==> config.mk <==
export PLATFORM = sky130hd
export DESIGN_NAME = dec_byte_display
export DESIGN_NICKNAME = d
export VERILOG_FILES = /design/src/rtl/sdd_pkg.sv /design/src/rtl/sdd_bin2bcd.sv /design/src/rtl/sdd_format.sv /design/src/rtl/sdd_scan.sv /design/src/rtl/dec_byte_display.sv
export SDC_FILE = /design/constraint.sdc
export NUM_CORES = 1
export LEC_CHECK = 0
export BUFFER_PORTS_ARGS = -buffer_cell sky130_fd_sc_hd__clkbuf_2
export CORE_MARGIN = 2
export CORE_UTILIZATION = 44
export CTS_CLUSTER_DIAMETER = 80
export CTS_CLUSTER_SIZE = 40
export DETAILED_ROUTE_END_ITERATION = 12
export GPL_TIMING_DRIVEN = 0
export PLACE_DENSITY_LB_ADDON = 0.25
export SKIP_CTS_REPAIR_TIMING = 1
export SYNTH_ARGS = -nofsm -noshare
export SYNTH_HDL_FRONTEND = slang
export SYNTH_SLANG_ARGS = --single-unit
==> constraint.sdc <==
create_clock -name clk -period 24.7 [get_ports clk]
set_clock_uncertainty 0.15 [all_clocks]
set_input_delay 0 -clock clk [delete_from_list [all_inputs] [get_ports clk]]
set_output_delay 0 -clock clk [all_outputs]
set_load 0.01 [all_outputs]
==> src/rtl/sdd_pkg.sv <==
package sdd_pkg;

  localparam int SEG_W = 7;
  typedef logic [SEG_W-1:0] seg_t;

  localparam seg_t SEG_BLANK = 7'h00;
  localparam seg_t SEG_MINUS = 7'h40;

  // Count of decimal digits needed for the largest unsigned value of w bits
  function automatic int dec_digits(input int w);
    longint v;
    int n;
    v = (longint'(1) << w) - 1;
    n = 1;
    v = v / 10;
    while (v > 0) begin
      n++;
      v = v / 10;
    end
    return n;
  endfunction

  // Segment pattern for one BCD digit, bit0 = a ... bit6 = g
  function automatic seg_t digit_glyph(input logic [3:0] d);
    case (d)
      4'd0:    return 7'h3F;
      4'd1:    return 7'h06;
      4'd2:    return 7'h5B;
      4'd3:    return 7'h4F;
      4'd4:    return 7'h66;
      4'd5:    return 7'h6D;
      4'd6:    return 7'h7D;
      4'd7:    return 7'h07;
      4'd8:    return 7'h7F;
      4'd9:    return 7'h6F;
      default: return SEG_BLANK;
    endcase
  endfunction

endpackage

==> src/rtl/sdd_bin2bcd.sv <==
module sdd_bin2bcd #(
  parameter int IN_W = 8,
  parameter int DEC_DIGITS = 3,
  localparam int SHW = IN_W + 4 * DEC_DIGITS
) (
  input  logic [IN_W-1:0]         bin,
  output logic [4*DEC_DIGITS-1:0] bcd
);

  logic [SHW-1:0] sh;

  // Shift-and-add-3 conversion, fully unrolled
  always_comb begin
    sh = '0;
    sh[IN_W-1:0] = bin;
    for (int i = 0; i < IN_W; i++) begin
      for (int k = 0; k < DEC_DIGITS; k++) begin
        if (sh[IN_W+4*k +: 4] >= 4'd5)
          sh[IN_W+4*k +: 4] = sh[IN_W+4*k +: 4] + 4'd3;
      end
      sh = sh << 1;
    end
    bcd = sh[SHW-1:IN_W];
  end

endmodule

==> src/rtl/sdd_format.sv <==
module sdd_format
  import sdd_pkg::*;
#(
  parameter int DATA_W = 8,
  localparam int DEC_DIGITS = sdd_pkg::dec_digits(DATA_W),
  localparam int NUM_DIGITS = DEC_DIGITS + 1
) (
  input  logic [DATA_W-1:0]         value,
  input  logic                      signed_mode,
  output seg_t [NUM_DIGITS-1:0]     glyphs
);

  logic                    neg;
  logic [DATA_W-1:0]       mag;
  logic [4*DEC_DIGITS-1:0] bcd;

  assign neg = signed_mode & value[DATA_W-1];
  assign mag = neg ? (~value + DATA_W'(1)) : value;

  sdd_bin2bcd #(
    .IN_W      (DATA_W),
    .DEC_DIGITS(DEC_DIGITS)
  ) u_conv (
    .bin(mag),
    .bcd(bcd)
  );

  always_comb begin
    logic lead;
    logic [3:0] nib;
    glyphs = '0;
    lead   = 1'b1;
    for (int k = DEC_DIGITS - 1; k >= 1; k--) begin
      nib = bcd[4*k +: 4];
      if (lead && nib == 4'd0) begin
        glyphs[k] = SEG_BLANK;
      end else begin
        lead      = 1'b0;
        glyphs[k] = digit_glyph(nib);
      end
    end
    glyphs[0]          = digit_glyph(bcd[3:0]);
    glyphs[DEC_DIGITS] = neg ? SEG_MINUS : SEG_BLANK;
  end

endmodule

==> src/rtl/sdd_scan.sv <==
module sdd_scan #(
  parameter int NUM_DIGITS = 4,
  parameter int SCAN_DIV = 4096,
  localparam int IDX_W = (NUM_DIGITS > 1) ? $clog2(NUM_DIGITS) : 1,
  localparam int DIV_W = (SCAN_DIV > 1) ? $clog2(SCAN_DIV) : 1
) (
  input  logic             clk,
  input  logic             rst,
  output logic [IDX_W-1:0] idx,
  output logic             wrap
);

  logic [DIV_W-1:0] div_q;
  logic             step;

  assign step = (div_q == DIV_W'(SCAN_DIV - 1));
  assign wrap = step && (idx == IDX_W'(NUM_DIGITS - 1));

  always_ff @(posedge clk) begin
    if (rst) begin
      div_q <= '0;
      idx   <= '0;
    end else if (step) begin
      div_q <= '0;
      idx   <= (idx == IDX_W'(NUM_DIGITS - 1)) ? '0 : idx + IDX_W'(1);
    end else begin
      div_q <= div_q + DIV_W'(1);
    end
  end

  assert_idx_range_R2: assert property (@(posedge clk) disable iff (rst)
    int'(idx) < NUM_DIGITS);

endmodule

==> src/rtl/dec_byte_display.sv <==
module dec_byte_display
  import sdd_pkg::*;
#(
  parameter int DATA_W = 8,
  parameter int SCAN_DIV = 4096,
  localparam int DEC_DIGITS = sdd_pkg::dec_digits(DATA_W),
  localparam int NUM_DIGITS = DEC_DIGITS + 1,
  localparam int IDX_W = $clog2(NUM_DIGITS)
) (
  input  logic                  clk,
  input  logic                  rst,
  input  logic                  load,
  input  logic [DATA_W-1:0]     din,
  input  logic                  signed_mode,
  output logic [6:0]            seg,
  output logic [NUM_DIGITS-1:0] dig_en
);

  logic [DATA_W-1:0]     val_q;
  seg_t [NUM_DIGITS-1:0] glyphs;
  seg_t [NUM_DIGITS-1:0] frame_q;
  logic [IDX_W-1:0]      idx;
  logic                  wrap;
  seg_t                  seg_q;
  logic [NUM_DIGITS-1:0] en_q;

  sdd_format #(.DATA_W(DATA_W)) u_fmt (
    .value      (val_q),
    .signed_mode(signed_mode),
    .glyphs     (glyphs)
  );

  sdd_scan #(
    .NUM_DIGITS(NUM_DIGITS),
    .SCAN_DIV  (SCAN_DIV)
  ) u_scan (
    .clk (clk),
    .rst (rst),
    .idx (idx),
    .wrap(wrap)
  );

  always_ff @(posedge clk) begin
    if (rst) begin
      val_q   <= '0;
      frame_q <= '0;
      seg_q   <= SEG_BLANK;
      en_q    <= NUM_DIGITS'(1);
    end else begin
      if (load) val_q <= din;
      if (wrap) frame_q <= glyphs;
      seg_q <= frame_q[idx];
      en_q  <= NUM_DIGITS'(1) << idx;
    end
  end

  assign seg    = seg_q;
  assign dig_en = en_q;

  assert_one_enable_R2: assert property (@(posedge clk) disable iff (rst)
    $countones(dig_en) == 1);

  assert_enable_rotates_R2: assert property (@(posedge clk) disable iff (rst)
    (dig_en != $past(dig_en)) |->
      (dig_en == {$past(dig_en[NUM_DIGITS-2:0]), $past(dig_en[NUM_DIGITS-1])}));

  assert_seg_holds_in_slot_R9: assert property (@(posedge clk) disable iff (rst)
    $stable(dig_en) |-> $stable(seg));

  assert_value_held_R8: assert property (@(posedge clk) disable iff (rst)
    !load |=> $stable(val_q));

  assert_ones_shown_R5: assert property (@(posedge clk) disable iff (rst)
    wrap |=> (frame_q[0] != SEG_BLANK));

  assert_minus_iff_negative_R6: assert property (@(posedge clk) disable iff (rst)
    wrap |=> ((frame_q[NUM_DIGITS-1] == SEG_MINUS) ==
              $past(signed_mode && val_q[DATA_W-1])));

endmodule

==> metrics.yaml, run 1 <==
status: "complete, no violations"
max_cap_violations: 0
tritoncts: "built"
place_congestion: 0.886
layout-drive-gt1-share_pct: 11.9
cellLeakagePower_nw: 1.82
timing_worst_slew_pin_value_ns: 0.678
worst_hold_slack_ns: 0.00312
final_nets: 595
core-area_um2: 9200
mostFrequentLayoutCells: "sky130_fd_sc_hd__nor2_1 (72), sky130_fd_sc_hd__dfxtp_1 (52), sky130_fd_sc_hd__nand2_1 (43)"
fp-row-count: 35
insertedDiodeCount: 0
detail_route.vias_per_cell: 5.85
antenna_found_initial: 0
power.total_uw: 340
drtIter0Drc: 272
count_of_cell_types_in_the_netlist: 87
numPortBuffers: 20
synthArstFlopShare_pct: 0
mappedNetlistArea_um2: 4150
initial_core_utilization_pct: 45.2
die_height_um: 101
drt_wl_total_um: 9680
fmaxAchievable_mhz: 104
num_cts_buffers: 5
powerDensity_nw_per_um2: 74.5
yosysTopAreaCellShare_pct: 25.1
cts.path.max_buffers: 2
ys.warnings.count: 0
place_hpwl_um: 7640
fin_area_um2: 4560
slew-limit-headroom_pct: 54.3
synthToLayoutAreaGrowth_pct: 9.73
maxSlewViolCount: 0
fin_setup_tns_ns: 0
layout.cells.most_common: "sky130_fd_sc_hd__nor2_1"
hold_violations: 0
path_max_fanout: 10
synth_cells: 527
path_common_cell: "sky130_fd_sc_hd__ha_1"
post-route-drc-count: 0
cp_slowest_cell: "sky130_fd_sc_hd__a21boi_0"
synthDominantAreaCellType: "sky130_fd_sc_hd__dfxtp_1"
globalRouteTotalUtil_pct: 19.2
clk_pin_slew_ns: 0.09
ys_seq_elements: 52
worstHoldPathType: "in -> reg"
final-setup-viol-count: 0
routed-via-count: 3935
worst_setup_path_start_kind: "flop"
place.detailed.instances: 658
grt_pass1_vias: 3685
detail_route.first_pass.iterations: 5
clock_sink_count: 52
cts.root.buffer_cell: "sky130_fd_sc_hd__clkbuf_8"
finalWorstPathRequiredPeriod_ns: 9.64
worst_ep_required_time_ns: 24.73
final-instance-count-excl-fill: 673
endpoint_kind: "flop"
arrival_ns: 9.67
io_pins: 23
critical_path_class: "reg -> reg"
global_route_wire_length_before_repair_um: 16500
ant_nets: 0
insertion_delay_ns: 0.30
syn_area_per_cell_um2: 7.88
overflow: 0
synth.yosys.seq_area_share_pct: 25.1
ys_dominant_reg_cell: "sky130_fd_sc_hd__dfxtp_1"
critical_path.max_stage_delay_ns: 0.48
synthTopCellsByArea: "sky130_fd_sc_hd__dfxtp_1 (25%), sky130_fd_sc_hd__nor2_1 (6.5%), sky130_fd_sc_hd__ha_1 (6.3%), sky130_fd_sc_hd__mux2i_1 (4.6%), sky130_fd_sc_hd__nand2_1 (3.9%)"
synth_enable_flop_cells: 0
post_dp_cell_area_um2: 4390
width_of_the_chip_um: 101
htree_num_levels: 2
finalCritPeriodShare_pct: 39.0
n_fill_cell: 909
vdd_drop_max_uv: 44.2
maximum_number_of_pins_on_one_net_before_global_route_repair: 17
synth_fp_nets: 560
die_area_um2: 10200
setup_repair_after_global_routing_missed_its_margin: "no"
drt-wirelength-per-cell_um: 14.4
report_power, final:
| part | switching [mW] | internal, mW |
|---|---|---|
| logic | 0.127 | 0.0803 |
| registers | 0.00124 | 0.0850 |
| clock network | 0.0261 | 0.0198 |
cell families (layout without fill, tap and decap cells):
logic type	after synthesis	in the layout	share of synthesized area [%]
muxes	23	23	6.29
AOI/OAI and AO/OA	153	153	28.6
and+or+nand+nor	203	203	23.7
xor gates and xnor gates	19	19	4.01
buffers and inverters	56	91	6.02
adders and majority gates	21	21	6.33
DFF	52	52	25.1
worst max-delay path, delay by kind of cell (launching register included):
kind / cells / cell delay [ns]
XOR/XNOR: 2 / 0.51
AND/OR/NAND/NOR: 8 / 1.74
flip-flops: 1 / 0.36
buffers and inverters: 7 / 1.59
AO/OA/AOI/OAI: 15 / 3.56
adder cells (fa/ha/maj): 6 / 1.60
cell type report:
class,instances,area (µm²),share of cell area [%]
Inverter,24,90.1,1.98
Multi-Input combinational cell,419,2860,62.8
Tap cell,111,139,3.05
Sequential cell,52,1040,22.8
Clock inverter,2,16.3,0.357
Clock buffer,5,68.8,1.51
Buffer,32,160,3.51
Timing Repair Buffer,28,180,3.95
sequential cells by signal, indices dropped and copies added, names as in the netlist:
| register | count |
|---|---|
| val_q | 8 |
| seg | 7 |
| frame_q | 19 |
| u_scan.idx | 2 |
| dig_en | 4 |
| u_scan.div_q | 12 |
stage by stage:
| stage | setup WS (ns) | utilization [%] |
|---|---|---|
| floorplan | 16.52 | - |
| global placement | 15.29 | 47.8 |
| detailed placement | 15.13 | 47.8 |
| CTS | 15.13 | 48.7 |
| global route | 14.22 | 49.6 |
| finish | 15.06 | 49.6 |
routing by layer:
| layer | part of all wire [%] | GRT usage (%) | wire length [µm] |
|---|---|---|---|
| met4 | 0 | 4.26 | 0 |
| met2 | 49 | 33.0 | 4710 |
| met3 | 2.6 | 2.00 | 248 |
| met1 | 49 | 26.1 | 4720 |
| met5 | 0 | 0 | 0 |
final timing paths:
kind / start / to / slack, ns / cells past startpoint
worst min register to register: frame_q[16]$_SDFFE_PP0P_ / frame_q[16]$_SDFFE_PP0P_ / 0.31 / 1
worst max register to register: val_q[0]$_SDFFE_PP0P_ / frame_q[3]$_SDFFE_PP0P_ / 15.06 / 38
worst max-delay path: val_q[0]$_SDFFE_PP0P_ / frame_q[3]$_SDFFE_PP0P_ / 15.06 / 38
worst min-delay path: rst / frame_q[1]$_SDFFE_PP0P_ / 0.003 / 4
Yosys cell counts, drive strengths merged (10+ instances only):
master	number
o21ai	27
buf	10
clkbuf	22
nand2	44
a21oi	28
nand3	16
nor3	15
inv	24
dfxtp	52
ha	21
nor2	72
mux2i	20
xnor2	13
(Power assumes the default switching activity.)
==> inputs of run 2 (changes only) <==
==> constraint.sdc (replaced) <==
create_clock -name clk -period 7.7 [get_ports clk]
set_clock_uncertainty 0.15 [all_clocks]
set_input_delay 0 -clock clk [delete_from_list [all_inputs] [get_ports clk]]
set_output_delay 0 -clock clk [all_outputs]
set_load 0.01 [all_outputs]
==> metrics.yaml, run 2 (synthesized netlist as in run 1, its figures left out) <==
status: "complete, no violations"
overflow: 0
insertion_delay_ns: 0.30
final-setup-viol-count: 0
path_max_fanout: 8
htree_num_levels: 2
width_of_the_chip_um: 101
endpoint_kind: "flop"
worst_ep_required_time_ns: 7.75
die_area_um2: 10200
synthToLayoutAreaGrowth_pct: 23.0
final_nets: 623
io_pins: 23
finalCritPeriodShare_pct: 99.8
clk_pin_slew_ns: 0.10
globalRouteMet1Util_pct: 26.4
critical_path_class: "reg -> reg"
fin_area_um2: 5110
detail_route.vias_per_cell: 5.96
drtIter0Drc: 262
timing_worst_slew_pin_value_ns: 0.768
worst_hold_slack_ns: 0.00338
crit_start: "val_q[0]$_SDFFE_PP0P_"
global_route_wire_length_before_repair_um: 16700
maxSlewViolCount: 0
cts.root.buffer_cell: "sky130_fd_sc_hd__clkbuf_8"
hold_violations: 0
grt_pass1_vias: 3675
grt.met3_usage_pct: 1.93
globalRoute.busiestLayer: "met2"
tritoncts: "built"
core-area_um2: 9200
antenna_found_initial: 0
post-route-drc-count: 0
worst-r2r-setup-slack_ns: 0.02
ant_nets: 0
min_path_cells: 4
detail_route.first_pass.iterations: 5
crit-reg2reg-launch: "val_q[0]$_SDFFE_PP0P_"
layout-drive-gt1-share_pct: 24.0
cellLeakagePower_nw: 2.04
numPortBuffers: 20
mostFrequentLayoutCells: "sky130_fd_sc_hd__nor2_1 (72), sky130_fd_sc_hd__dfxtp_1 (48), sky130_fd_sc_hd__nand2_1 (41)"
groute.layer.met2.usage_pct: 33.7
post_dp_cell_area_um2: 4450
reg_top3: "frame_q (19), u_scan.div_q (12), val_q (8)"
slew-limit-headroom_pct: 47.5
die_height_um: 101
finalWorstPathRequiredPeriod_ns: 7.68
drt_wl_total_um: 10900
num_cts_buffers: 5
layout.cells.most_common: "sky130_fd_sc_hd__nor2_1"
clock_sink_count: 52
fmaxAchievable_mhz: 130
worst_setup_path_start_kind: "flop"
powerDensity_nw_per_um2: 247
place_hpwl_um: 7710
largest_register: "frame_q"
flip_flop_count_of_the_largest_register_all_copies_and_words_added: 19
maximum_number_of_pins_on_one_net_before_global_route_repair: 17
cts.path.max_buffers: 2
utilization_pct: 55.6
final-instance-count-excl-fill: 702
insertedDiodeCount: 0
r2r_cells: 42
fp-row-count: 35
vdd_drop_max_uv: 105
fin_setup_tns_ns: 0
max_cap_violations: 0
globalRouteTotalUtil_pct: 19.5
place_congestion: 0.847
initial_core_utilization_pct: 45.2
critical_path.max_stage_delay_ns: 0.36
worstHoldPathType: "in -> reg"
reg2reg_to: "frame_q[11]$_SDFFE_PP0P_"
cp_slowest_cell: "sky130_fd_sc_hd__dfxtp_4"
drt-wirelength-per-cell_um: 15.5
routed-via-count: 4187
arrival_ns: 7.73
endpoint: "frame_q[11]$_SDFFE_PP0P_"
place.detailed.instances: 658
## run 2: cell type report
class / instances / area [µm²]
Clock buffer: 6 / 72.6
Inverter: 24 / 93.8
Fill cell: 855 / 4090
Clock inverter: 2 / 16.3
Multi-Input combinational cell: 420 / 3160
Buffer: 29 / 173
Sequential cell: 52 / 1050
Timing Repair Buffer: 58 / 405
Tap cell: 111 / 139
## run 2: metrics by stage
| stage | setup slack [ns] | power, mW |
|---|---|---|
| 4_1_cts | -1.07 | 1.11 |
| 2_1_floorplan | 0.0251 | 0.833 |
| 3_3_place_gp | -0.917 | 0.940 |
| 3_5_place_dp | -1.03 | 0.955 |
| 6_report | 0.0179 | 1.26 |
| 5_1_grt | -0.190 | 1.36 |
## run 2: worst max-delay path, delay by kind of cell (launching register included)
family | cells | cell delay [ns]
xor gates and xnor gates | 1 | 0.15
DFF | 1 | 0.36
and+or+nand+nor | 11 | 1.74
AOI/OAI and AO/OA | 14 | 2.86
adders and majority gates | 7 | 1.27
buffers and inverters | 9 | 1.01
## run 2: worst min path at each step
stage / startpoint / endpoint
finish: rst / frame_q[5]$_SDFFE_PP0P_
global route: rst / frame_q[5]$_SDFFE_PP0P_
CTS: din[6] / val_q[6]$_SDFFE_PP0P_
detailed placement: din[6] / val_q[6]$_SDFFE_PP0P_
global placement: din[1] / val_q[1]$_SDFFE_PP0P_
floorplan: din[0] / val_q[0]$_SDFFE_PP0P_
## run 2: power by group
group | total (mW) | switching [mW] | internal (mW)
registers | 0.278 | 0.00546 | 0.272
logic | 0.832 | 0.473 | 0.360
clock network | 0.152 | 0.0873 | 0.0648
total | 1.26 | 0.565 | 0.697
## run 2: routing by layer
metal	wire length (µm)	part of all wire (%)
met1	4840	45
met2	5420	50
met3	458	4.2
met4	151	1.4
met5	0	0
==> inputs of run 3 (changes only) <==
--- a/config.mk
+++ b/config.mk
@@ -5,6 +5,7 @@
 export SDC_FILE = /design/constraint.sdc
 export NUM_CORES = 1
 export LEC_CHECK = 0
+export ABC_AREA = 1
 export BUFFER_PORTS_ARGS = -buffer_cell sky130_fd_sc_hd__clkbuf_2
 export CORE_MARGIN = 2
 export CORE_UTILIZATION = 44
==> metrics.yaml, run 3 <==
status: "complete, but fails checks"
failing_checks: "hold timing"
slew-limit-headroom_pct: 68.0
width_of_the_chip_um: 92.3
largest_register: "frame_q"
detail_route.first_pass.iterations: 4
intPower_uw: 529
most_used_standard_cells_in_the_synthesized_netlist: "sky130_fd_sc_hd__nand2_1 (119), sky130_fd_sc_hd__inv_1 (71), sky130_fd_sc_hd__dfxtp_1 (52), sky130_fd_sc_hd__nor2_1 (50), sky130_fd_sc_hd__nand3_1 (36)"
critical_path_class: "reg -> reg"
final_nets: 581
drt-wirelength-per-cell_um: 10.6
setup_repair_after_global_routing_missed_its_margin: "no"
crit-reg2reg-launch: "val_q[0]$_SDFFE_PP0P_"
worst_setup_path_start_kind: "flop"
drtIter0Drc: 104
min_path_cells: 4
fmaxAchievable_mhz: 167
pwr-share-comb_pct: 56.4
power.sequential.fraction_pct: 27.5
critical_path.max_stage_delay_ns: 0.43
synthTopCellsByArea: "sky130_fd_sc_hd__dfxtp_1 (30%), sky130_fd_sc_hd__nand2_1 (13%), sky130_fd_sc_hd__inv_1 (7.8%), sky130_fd_sc_hd__ha_1 (7.7%), sky130_fd_sc_hd__nand2_2 (5.8%)"
tritoncts: "built"
syn_area_per_cell_um2: 6.76
grt_pass1_vias: 2871
synth_enable_flop_cells: 0
die_height_um: 92.3
synth.yosys.seq_area_share_pct: 30.4
fp-row-count: 32
layout.cells.most_common: "sky130_fd_sc_hd__nand2_1"
endpoint_kind: "flop"
count_of_cell_types_in_the_netlist: 37
initial_core_utilization_pct: 44.8
place_hpwl_um: 5500
place_congestion: 0.801
r2r_cells: 49
ys_seq_elements: 52
powerDensity_nw_per_um2: 260
synth_cells: 507
hold_violations: 4
place.detailed.instances: 631
path_max_fanout: 8
swShare_pct: 47.4
detail_route.vias_per_cell: 4.81
finalCritPeriodShare_pct: 77.9
flip_flop_count_of_the_largest_register_all_copies_and_words_added: 19
insertedDiodeCount: 0
global_route_wire_length_before_repair_um: 11800
worst_hold_startpoint: "load"
yosysTopAreaCellShare_pct: 30.4
ys.warnings.count: 0
path_common_cell: "sky130_fd_sc_hd__nand2_1"
ys_dominant_reg_cell: "sky130_fd_sc_hd__dfxtp_1"
maxSlewViolCount: 0
utilization_pct: 50.7
clk_pin_slew_ns: 0.10
clock_sink_count: 52
mostFrequentLayoutCells: "sky130_fd_sc_hd__nand2_1 (119), sky130_fd_sc_hd__inv_1 (71), sky130_fd_sc_hd__dfxtp_1 (52)"
maximum_number_of_pins_on_one_net_before_global_route_repair: 19
final-instance-count-excl-fill: 651
cts.root.buffer_cell: "sky130_fd_sc_hd__clkbuf_8"
routed-via-count: 3132
dpl_worst_slack_ns: 1.68
post-route-drc-count: 0
synthArstFlopShare_pct: 0
final-setup-viol-count: 0
vdd_drop_max_uv: 108
yosysMostFrequentCell: "sky130_fd_sc_hd__nand2_1"
synth_fp_nets: 540
worst-r2r-setup-slack_ns: 1.70
die_area_um2: 8510
fin_setup_tns_ns: 0
max_cap_violations: 0
worstHoldPathType: "in -> reg"
htree_num_levels: 2
overflow: 0
finalWorstPathRequiredPeriod_ns: 6.00
drt_wl_total_um: 6910
insertion_delay_ns: 0.31
cellLeakagePower_nw: 1.96
globalRouteTotalUtil_pct: 16.7
ant_nets: 0
finalWorstSetupSlack_ns: 1.70
power_frac_clock_pct: 16.1
reg2reg_to: "frame_q[10]$_SDFFE_PP0P_"
core-area_um2: 7650
fin_area_um2: 3880
synthDominantAreaCellType: "sky130_fd_sc_hd__dfxtp_1"
post_dp_cell_area_um2: 3660
synthToLayoutAreaGrowth_pct: 13.2
cp_slowest_cell: "sky130_fd_sc_hd__dfxtp_1"
antenna_found_initial: 0
mappedNetlistArea_um2: 3430
arrival_ns: 6.07
reg_top3: "frame_q (19), u_scan.div_q (12), val_q (8)"
worst_hold_slack_ns: -0.0691
worst_hold_path.endpoint: "val_q[6]$_SDFFE_PP0P_"
layout-drive-gt1-share_pct: 18.0
num_cts_buffers: 5
power.total_mw: 1.01
numPortBuffers: 22
cts.path.max_buffers: 2
switchingPower_uw: 478
io_pins: 23
timing_worst_slew_pin_value_ns: 0.479
worst_ep_required_time_ns: 7.77
run 3: changes by cell type after synthesis, sizes merged, moves of 13 or more:
cell,before,now
clkbuf,22,6
a21oi,28,15
inv,24,76
nand2,44,156
nand3,16,47
mux2i,20,0
nor2,72,57
run 3: final cells by class:
class	instances	area (µm²)
clock inverters	3	26.3
plain buffers	6	22.5
well taps	102	128
fillers	764	3770
clock buffers	5	68.8
repair buffers	34	230
inverters	77	292
flip-flops and latches	52	1040
multi-input cells	372	2070
run 3: how the worst max path moves through the flow:
stage | startpoint | slack [ns] | end | cells past startpoint
after floorplan | val_q[0]$_SDFFE_PP0P_ | 2.39 | frame_q[10]$_SDFFE_PP0P_ | 49
after global placement | val_q[0]$_SDFFE_PP0P_ | 1.87 | frame_q[10]$_SDFFE_PP0P_ | 49
after detailed placement | val_q[0]$_SDFFE_PP0P_ | 1.68 | frame_q[10]$_SDFFE_PP0P_ | 49
after CTS | val_q[0]$_SDFFE_PP0P_ | 1.66 | frame_q[10]$_SDFFE_PP0P_ | 49
after global routing | val_q[0]$_SDFFE_PP0P_ | 1.06 | frame_q[12]$_SDFFE_PP0P_ | 49
final | val_q[0]$_SDFFE_PP0P_ | 1.70 | frame_q[10]$_SDFFE_PP0P_ | 49
run 3: per-layer routing:
metal | global-route usage, % | share of wire [%]
met5 | 0 | 0
met1 | 21.1 | 48
met4 | 6.47 | 1.5
met2 | 28.1 | 47
met3 | 3.29 | 3.9
run 3: power groups by stage:
stage               Sequential [mW]  Combinational [mW]  Clock, mW
floorplan                     0.282               0.459          0
global placement              0.283               0.538          0
detailed placement            0.283               0.561          0
CTS                           0.277               0.564      0.169
global route                  0.278               0.651      0.179
finish                        0.277               0.568      0.162
run 3: logic make-up (layout without fill, tap and decap cells):
group                    count (synthesis)  after routing  synth area share (%)
buffers and inverters                   83            125                  9.16
flip-flops                              52             52                  30.4
AND/OR/NAND/NOR                        281            281                  40.1
adder cells (fa/ha/maj)                 21             21                  7.67
AO/OA/AOI/OAI                           61             61                  10.4
XOR/XNOR                                 9              9                  2.30
run 3: critical path: cells and delay by family (launching register included):
family | cells | cell delay (ns)
AO/OA/AOI/OAI | 1 | 0.24
AND/OR/NAND/NOR | 29 | 2.70
adder cells (fa/ha/maj) | 7 | 1.49
flip-flops | 1 | 0.43
buffers and inverters | 12 | 0.91
